File: config.mk
export PLATFORM = sky130hd
export DESIGN_NAME = csa_bec_adder
export DESIGN_NICKNAME = d
export VERILOG_FILES = /design/src/rtl/csa_pkg.sv /design/src/rtl/csa_rca_group.sv /design/src/rtl/csa_inc_conv.sv /design/src/rtl/csa_group_sel.sv /design/src/rtl/csa_bec_adder.sv
export SDC_FILE = /design/constraint.sdc
export NUM_CORES = 1
export LEC_CHECK = 0
export ABC_CLOCK_PERIOD_IN_PS = 5400
export CORE_ASPECT_RATIO = 0.8
export CORE_MARGIN = 5
export CORE_UTILIZATION = 50
export DETAILED_ROUTE_END_ITERATION = 8
export DONT_BUFFER_PORTS = 1
export GPL_TIMING_DRIVEN = 0
export PLACE_DENSITY = 0.75
export SLEW_MARGIN = 5
export SYNTH_ARGS = -nofsm -noshare
export SYNTH_HDL_FRONTEND = slang
export SYNTH_SLANG_ARGS = --single-unit
File: constraint.sdc
create_clock -name vclk -period 5.4
set_clock_uncertainty 0.15 [all_clocks]
set_input_delay 0.81 -clock vclk [all_inputs]
set_output_delay 0.81 -clock vclk [all_outputs]
set_load 0.1 [all_outputs]
File: src/rtl/csa_pkg.sv
package csa_pkg;
    localparam int unsigned GRP_W = 4;

    typedef struct packed {
        logic [GRP_W-1:0] sum;
        logic             cy;
    } grp_res_t;
endpackage

File: src/rtl/csa_rca_group.sv
module csa_rca_group #(
    parameter int unsigned N = 4
) (
    input  logic [N-1:0] x_i,
    input  logic [N-1:0] y_i,
    input  logic         ci_i,
    output logic [N-1:0] s_o,
    output logic         co_o
);
    logic [N:0] chain;

    assign chain[0] = ci_i;

    for (genvar k = 0; k < N; k++) begin : g_fa
        assign s_o[k]       = x_i[k] ^ y_i[k] ^ chain[k];
        assign chain[k+1]   = (x_i[k] & y_i[k]) | (chain[k] & (x_i[k] ^ y_i[k]));
    end

    assign co_o = chain[N];
endmodule

File: src/rtl/csa_inc_conv.sv
module csa_inc_conv #(
    parameter int unsigned N = 4
) (
    input  logic [N-1:0] v_i,
    input  logic         vc_i,
    output logic [N-1:0] w_o,
    output logic         wc_o
);
    logic [N:0] all_ones;

    assign all_ones[0] = 1'b1;

    for (genvar k = 0; k < N; k++) begin : g_bit
        assign w_o[k]        = v_i[k] ^ all_ones[k];
        assign all_ones[k+1] = all_ones[k] & v_i[k];
    end

    assign wc_o = vc_i | all_ones[N];
endmodule

File: src/rtl/csa_group_sel.sv
module csa_group_sel
    import csa_pkg::*;
(
    input  grp_res_t zero_i,
    input  grp_res_t one_i,
    input  logic     sel_i,
    output grp_res_t pick_o
);
    always_comb begin
        if (sel_i) pick_o = one_i;
        else       pick_o = zero_i;
    end
endmodule

File: src/rtl/csa_bec_adder.sv
module csa_bec_adder
    import csa_pkg::*;
#(
    parameter int unsigned W = 32
) (
    input  logic [W-1:0] a_i,
    input  logic [W-1:0] b_i,
    input  logic         cin_i,
    output logic [W-1:0] sum_o,
    output logic         cout_o
);
    localparam int unsigned NGRP = W / GRP_W;

    if ((W % GRP_W) != 0 || W == 0) begin : g_bad_width
        $error("width must be a positive multiple of 4");
    end

    logic [NGRP:0] grp_cy;

    assign grp_cy[0] = cin_i;

    for (genvar g = 0; g < NGRP; g++) begin : g_grp
        if (g == 0) begin : g_low
            csa_rca_group #(.N(GRP_W)) rca_i (
                .x_i (a_i[GRP_W-1:0]),
                .y_i (b_i[GRP_W-1:0]),
                .ci_i(grp_cy[0]),
                .s_o (sum_o[GRP_W-1:0]),
                .co_o(grp_cy[1])
            );
        end else begin : g_high
            grp_res_t cand0, cand1, pick;

            csa_rca_group #(.N(GRP_W)) rca_i (
                .x_i (a_i[g*GRP_W +: GRP_W]),
                .y_i (b_i[g*GRP_W +: GRP_W]),
                .ci_i(1'b0),
                .s_o (cand0.sum),
                .co_o(cand0.cy)
            );

            csa_inc_conv #(.N(GRP_W)) conv_i (
                .v_i (cand0.sum),
                .vc_i(cand0.cy),
                .w_o (cand1.sum),
                .wc_o(cand1.cy)
            );

            csa_group_sel sel_i (
                .zero_i(cand0),
                .one_i (cand1),
                .sel_i (grp_cy[g]),
                .pick_o(pick)
            );

            assign sum_o[g*GRP_W +: GRP_W] = pick.sum;
            assign grp_cy[g+1]             = pick.cy;
        end
    end

    assign cout_o = grp_cy[NGRP];
endmodule

# After elaboration in Yosys (flattened, before gate mapping)
# Index checks and enable logic that the tools add are counted.
[word_totals] register_bits=0 latchBits=0 ram_bits=0 mem_bits_ro=0 input_bits=65 output_inout_bits=33 wordCells=202 memories=0
[op_classes] addsub=0 multipliers=0 n_div=0 order_cmp=0 n_eq_ne=0 n_shift=0 muxes=7 n_bitwise=195 n_reduce_logical=0
[op_table] op="1-bit AND" n=78
[op_table] op="1-bit XOR" n=78
[op_table] op="5-bit two-way mux" n=7
[op_table] op="1-bit OR" n=32
[op_table] op="1-bit inverter" n=7

# Logic depth before layout (Yosys ltp)
# Gate-level depths: netlist of the first run.
[logic_depth] depth_word=16 ltp_mapped=12 ltp_nobuf=11

# Modules after synthesis
# Synthesis of the first run repeated with hierarchy kept, for this count alone.
[hier_totals] cells_unflattened=183 area_unflattened_um2=1671.6
[by_module_without_submodules] module="csa_rca_group" instances=8 cells_each=14 area_per_inst_um2=117.6 seq_area_each_um2=0.0
[by_module_without_submodules] module="csa_group_sel" instances=7 cells_each=5 area_per_inst_um2=56.3 seq_area_each_um2=0.0
[by_module_without_submodules] module="csa_inc_conv" instances=7 cells_each=5 area_per_inst_um2=47.5 seq_area_each_um2=0.0
[by_module_without_submodules] module="csa_bec_adder" instances=1 cells_each=1 area_per_inst_um2=3.8 seq_area_each_um2=0.0

# Worst setup path after synthesis of the first run
# No wires, ideal clock.
[synth_path] kind="input port to output port" startpoint="input port a_i[4]" endpoint="output port sum_o[10]" arrival_ns=5.023 required_time_ns=4.440 setup_slack_ns=-0.583 path_stages=11 path_buffers=1 cell_sequence="ha_1 -> inv_1 -> fa_1 -> fa_1 -> inv_1 -> fa_1 -> ha_1 -> nor2b_4 -> or2_2 -> buf_2 -> o21ai_0"
[synth_between] elab_chain_len=10 elab_cells_between_ends=17 cone_classes="2 x mux; 15 x bitwise"
[synth_rtl] item="from (decl)" line="csa_bec_adder.sv:6" rtl="input logic [W-1:0] a_i,"
[synth_rtl] item="1-bit AND (2 in a row)" line="csa_rca_group.sv:16" rtl="assign chain[k+1] = (x_i[k] & y_i[k]) | (chain[k] & (x_i[k] ^ y_i[k]));"
[synth_rtl] item="1-bit OR" line="csa_rca_group.sv:16"
[synth_rtl] item="1-bit AND" line="csa_rca_group.sv:16"
[synth_rtl] item="1-bit OR" line="csa_rca_group.sv:16"
[synth_rtl] item="1-bit AND / 1-bit XOR (equally long branches)" line="csa_rca_group.sv:16, csa_rca_group.sv:15"
[synth_rtl] item="1-bit OR / 1-bit AND (equally long branches)" line="csa_rca_group.sv:16, csa_inc_conv.sv:15"
[synth_rtl] item="1-bit OR" line="csa_inc_conv.sv:18" rtl="assign wc_o = vc_i | all_ones[N];"
[synth_rtl] item="5-bit two-way mux (*) (2 in a row)" line="csa_group_sel.sv:10" rtl="if (sel_i) pick_o = one_i;"
[synth_rtl] item="to (decl)" line="csa_bec_adder.sv:9" rtl="output logic [W-1:0] sum_o,"
# Every way passes the cells marked *; elsewhere a longest branch is shown, timed or not.

# Worst setup path after layout of the first run
[layout_path] startpoint="input port a_i[12]" endpoint="output port sum_o[28]"
[layout_between] elab_chain_len=13 elab_cells_between_ends=20 cone_classes="5 x mux; 15 x bitwise"
[layout_rtl] item="1-bit AND (2 in a row)" line="csa_rca_group.sv:16"
[layout_rtl] item="1-bit OR" line="csa_rca_group.sv:16"
[layout_rtl] item="1-bit AND" line="csa_rca_group.sv:16"
[layout_rtl] item="1-bit OR" line="csa_rca_group.sv:16"
[layout_rtl] item="1-bit AND / 1-bit XOR (equally long branches)" line="csa_rca_group.sv:16, csa_rca_group.sv:15"
[layout_rtl] item="1-bit OR / 1-bit AND (equally long branches)" line="csa_rca_group.sv:16, csa_inc_conv.sv:15"
[layout_rtl] item="1-bit OR" line="csa_inc_conv.sv:18"
[layout_rtl] item="5-bit two-way mux (*) (5 in a row)" line="csa_group_sel.sv:10"
# Marked as above.

==> results.py, run 1 <==
metrics = {
    "run_status": {
        "status": "completed",
    },
    "finish": {
        "area_growth_pct": 9.98,
        "nClkBuffers": 0,
        "final_core_util_pct": 57.7,
        "seqCellArea_um2": 0,
        "design.seq.count": 0,
        "finish.net_count": 297,
        "diodes": 0,
        "final_cells": 217,
        "drive_above_1_share_pct": 24.3,
    },
    "sta": {
        "drv_slew": 0,
        "hold_viol": 0,
        "setup_viol": 0,
        "rsz0062_at_grt": "false",
        "timing.final.ws_setup_ns": 0.321,
        "post-route-period-util_pct": 94.0,
        "fin_tns_setup_ns": 0,
        "slew_headroom_pct": 15.3,
        "fin_crit_ns": 5.08,
        "tightest_slew_ns": 1.26,
        "max_freq_mhz": 197,
    },
    "min_path": {
        "hp-class": "input pin to primary output",
        "hp-start": "b_i[30]",
        "holdPathStages": 2,
    },
    "synthesis": {
        "synth_top_area_cell": "fa_1",
        "yosys_warnings": 0,
        "yosysSeqAreaShare_pct": 0,
        "syn_area_per_cell_um2": 9.44,
        "syn_nets": 292,
        "synthesis.instances": 174,
        "synthTopCellsByArea": "fa_1 30%, ha_1 21%, inv_1 13%",
        "synth_commonest_cells": "59 x inv_1, 28 x ha_1, 25 x fa_1",
        "yosysMostFrequentCell": "inv_1",
        "netlist.area_leader.share_pct": 30.5,
        "syn_area_mm2": 0.00164,
        "ys_types": 29,
    },
    "power_and_ir_drop": {
        "pwr-share-seq_pct": 0,
        "p_int_w": 0.000146,
        "leakage_nw": 0.958,
        "power_frac_comb_pct": 100.0,
        "pwr_density_cell_mw_per_mm2": 408,
        "swShare_pct": 80.2,
        "finalPower_w": 0.000737,
        "p_sw_w": 0.000591,
        "ir_drop_mv": 0.245,
        "power.share.clock_pct": 0,
    },
    "cts": {
        "cts_resized": 0,
        "cts_hold_buf": 0,
        "post_cts_buffers": 0,
    },
    "floorplan": {
        "start_util_pct": 52.5,
        "die_area_mm2": 0.00454,
        "fp.dieW_um": 74.1,
        "die_y_um": 61.3,
        "pin_count": 98,
        "rows": 18,
        "coreArea_mm2": 0.00313,
    },
    "drt": {
        "wl_mm": 3.40,
        "drc": 0,
        "routed-via-count": 1143,
        "drt_iter0_drc": 17,
        "wl_per_cell_um": 15.7,
        "drt.antenna.violating_nets": 0,
        "dr.pass1.iters": 4,
        "routed_via_density": 5.27,
    },
    "place": {
        "placed_cells": 217,
        "place_congestion": 0.819,
        "hpwl_mm": 3.31,
        "dpl_worst_slack_ns": 0.306,
        "port_buffers": 0,
    },
    "global_routing": {
        "grt_max_degree": 10,
        "antenna_found_initial": 0,
        "grt_first_pass_wirelength_mm": 5.81,
        "grt_usage_pct": 16.0,
        "grt_pass1_vias": 1331,
        "overflow": 0,
    },
    "worst_setup_path": {
        "required_ns": 4.44,
        "start_kind": "input pin",
        "cp-end-kind": "primary output",
        "timing.critical_path.from": "a_i[12]",
        "critPathMaxStageDelay_ns": 0.94,
        "cp.arrival_ns": 4.12,
        "worstPathCellList": "ha_1 -> inv_1 -> fa_1 -> fa_1 -> inv_1 -> fa_1 -> ha_1 -> buf_6 -> a21o_1 -> a21oi_4 -> a32oi_4 -> xor2_2",
        "cp_slowest_cell": "xor2_2",
        "path_class": "input pin to primary output",
        "cp_common_cell": "fa_1",
        "cp_max_fo": 8,
    },
    "job": {
        "drv_cap": 0,
    },
}
cell families after synthesis:
group	after synthesis	synth area share, %
compound gates	20	12.4
xor+xnor	6	3.20
fa+ha+maj	53	51.8
buf+inv	62	14.8
mux	15	11.7
simple gates	18	6.17
critical path: cells and delay by family:
| kind | cells | cell delay (ns) |
|---|---|---|
| buffers and inverters | 3 | 0.25 |
| adder cells (fa/ha/maj) | 5 | 1.50 |
| AO/OA/AOI/OAI | 3 | 0.61 |
| XOR/XNOR | 1 | 0.94 |
placed cells by master (no fill, tap or decap), drive strengths merged:
| cell type | instances |
|---|---|
| a21bo | 1 |
| a21o | 1 |
| a21oi | 2 |
| a32oi | 1 |
| buf | 5 |
| clkbuf | 1 |
| fa | 25 |
| ha | 28 |
| inv | 59 |
| mux2 | 15 |
| nand2 | 8 |
| nand2b | 1 |
| nand3 | 1 |
| nor2 | 3 |
| nor2b | 1 |
| o2111ai | 1 |
| o211ai | 6 |
| o21a | 2 |
| o21ai | 4 |
| o221a | 2 |
| or2 | 4 |
| xnor2 | 3 |
| xor2 | 3 |
worst paths after layout:
path        end  slack [ns]
max   sum_o[28]        0.32
min   sum_o[30]        1.99
power groups by stage:
stage	registers [W]	logic, W	clock network (W)
after floorplan	0	0.000657	0
after global placement	0	0.000686	0
after detailed placement	0	0.000741	0
after CTS	0	0.000744	0
after global routing	0	0.000775	0
final	0	0.000737	0
final cells by class:
cell class	count	area, um^2
Tap cell	40	50.0
Timing Repair Buffer	3	57.6
Fill cell	276	1320
Buffer	3	21.3
Inverter	59	221
Multi-Input combinational cell	112	1460
metal layers:
layer  global-route usage [%]  part of all wire (%)  vias up
li1                         -                     -      547
met1                     18.4                    36      523
met2                     30.9                    53       67
met3                     3.26                   9.5        6
met4                     2.84                   1.9        0
met5                        0                     0        -
metrics by stage:
stage | instance area (um^2) | hold WS, ns
4_1_cts | 1810 | 1.99
3_5_place_dp | 1810 | 1.99
2_1_floorplan | 1660 | 1.97
6_report | 1810 | 1.99
5_1_grt | 1810 | 2.01
3_3_place_gp | 1710 | 1.98
No activity file was read; power rests on OpenSTA's default activity.
==> inputs of run 2 (changes only) <==
--- a/config.mk
+++ b/config.mk
@@ -7,7 +7,7 @@
 export LEC_CHECK = 0
 export ABC_CLOCK_PERIOD_IN_PS = 5400
 export CORE_ASPECT_RATIO = 0.8
-export CORE_MARGIN = 5
+export CORE_MARGIN = 2
 export CORE_UTILIZATION = 50
 export DETAILED_ROUTE_END_ITERATION = 8
 export DONT_BUFFER_PORTS = 1
==> run 2 against run 1 <==
Net effect: global-route usage increased by 0.078 points; hold slack got worse by 0.0028 ns; power is 0.63% lower; flip-flop and latch count is the same; utilization rose by 0.42 points; setup slack got worse by 0.0076 ns; largest power group unchanged; die area fell by 17%; via count rose by 1.2%.
==> results.py, run 2 (same netlist as run 1, synthesis figures left out) <==
metrics = {
    "finish": {
        "final_cells": 217,
        "design.seq.count": 0,
        "final_cell_mix": "59 x inv_1, 28 x ha_1, 25 x fa_1",
        "final_common_cell": "inv_1",
        "finish.net_count": 297,
        "final_core_util_pct": 58.1,
        "nClkBuffers": 0,
        "drive_above_1_share_pct": 24.3,
        "diodes": 0,
        "seqCellArea_um2": 0,
        "area_growth_pct": 9.98,
    },
    "cts": {
        "cts_hold_buf": 0,
        "cts_resized": 0,
        "post_cts_buffers": 0,
    },
    "place": {
        "port_buffers": 0,
        "hpwl_mm": 2.90,
        "place_congestion": 0.728,
        "dpl_worst_slack_ns": 0.292,
        "placed_cells": 217,
    },
    "worst_setup_path": {
        "cp_max_fo": 8,
        "start_kind": "input pin",
        "path_class": "input pin to primary output",
        "cp.arrival_ns": 4.13,
        "cp-end-kind": "primary output",
        "required_ns": 4.44,
    },
    "floorplan": {
        "die_y_um": 55.3,
        "rows": 18,
        "pin_count": 98,
        "coreArea_mm2": 0.00311,
        "die_area_mm2": 0.00376,
        "fp.dieW_um": 68.1,
        "start_util_pct": 52.9,
    },
    "sta": {
        "timing.final.ws_setup_ns": 0.314,
        "rsz0062_at_grt": "false",
        "hold_viol": 0,
        "setup_viol": 0,
        "slew_headroom_pct": 16.1,
        "fin_crit_ns": 5.09,
        "max_freq_mhz": 197,
        "drv_slew": 0,
        "post-route-period-util_pct": 94.2,
        "worst_hold_slack_ns": 1.98,
        "tightest_slew_ns": 1.25,
    },
    "drt": {
        "dr.pass1.iters": 4,
        "routed_via_density": 5.33,
        "wl_mm": 3.01,
        "routed-via-count": 1157,
        "wl_per_cell_um": 13.9,
        "drt.antenna.violating_nets": 0,
        "drc": 0,
        "drt_iter0_drc": 8,
    },
    "global_routing": {
        "grt_first_pass_wirelength_mm": 4.91,
        "antenna_found_initial": 0,
        "grt_usage_pct": 16.0,
        "grt_max_degree": 10,
        "overflow": 0,
        "grt_pass1_vias": 1222,
    },
    "power_and_ir_drop": {
        "pwr_density_cell_mw_per_mm2": 405,
        "finalPower_w": 0.000733,
        "ir_drop_mv": 0.218,
        "leakage_nw": 0.958,
    },
    "job": {
        "drv_cap": 0,
    },
    "min_path": {
        "hp-class": "input pin to primary output",
    },
    "run_status": {
        "status": "completed",
    },
}
## run 2: cell counts in the layout (fill, tap and decap cells not counted)
No cell type changed its count.
## run 2: final cells by class
class	instances	area [um^2]
multi-input cells	112	1460
fillers	264	1300
inverters	59	221
repair buffers	3	57.6
well taps	40	50.0
plain buffers	3	21.3
## run 2: stage by stage
| step | TNS [ns] | cell area [um^2] |
|---|---|---|
| floorplan | -1.17 | 1660 |
| global placement | -1.71 | 1710 |
| detailed placement | 0 | 1810 |
| CTS | 0 | 1810 |
| global route | 0 | 1810 |
| finish | 0 | 1810 |
## run 2: path summary, 6_finish.rpt
path	startpoint	slack, ns	to	depth (start not counted)
min	b_i[29]	1.98	sum_o[29]	2
max	a_i[12]	0.31	sum_o[28]	12
## run 2: power by group
part | internal [W] | leakage [nW] | switching [W]
logic | 0.000145 | 0.958 | 0.000588
clock network | 0 | 0 | 0
registers | 0 | 0 | 0
total | 0.000145 | 0.958 | 0.000588
## run 2: layer usage
| layer | track usage, % | up-vias | part of all wire, % |
|---|---|---|---|
| li1 | - | 542 | - |
| met1 | 18.1 | 556 | 37 |
| met2 | 32.3 | 57 | 54 |
| met3 | 1.63 | 2 | 8.1 |
| met4 | 1.14 | 0 | 0.70 |
| met5 | 0 | - | 0 |
## run 2: critical path: stages
cell and delay (ns):
ha_1 0.12, inv_1 0.05, fa_1 0.38, fa_1 0.36, inv_1 0.07, fa_1 0.42, ha_1 0.21, buf_6 0.14
a21o_1 0.20, a21oi_4 0.23, a32oi_4 0.20, xor2_2 0.93
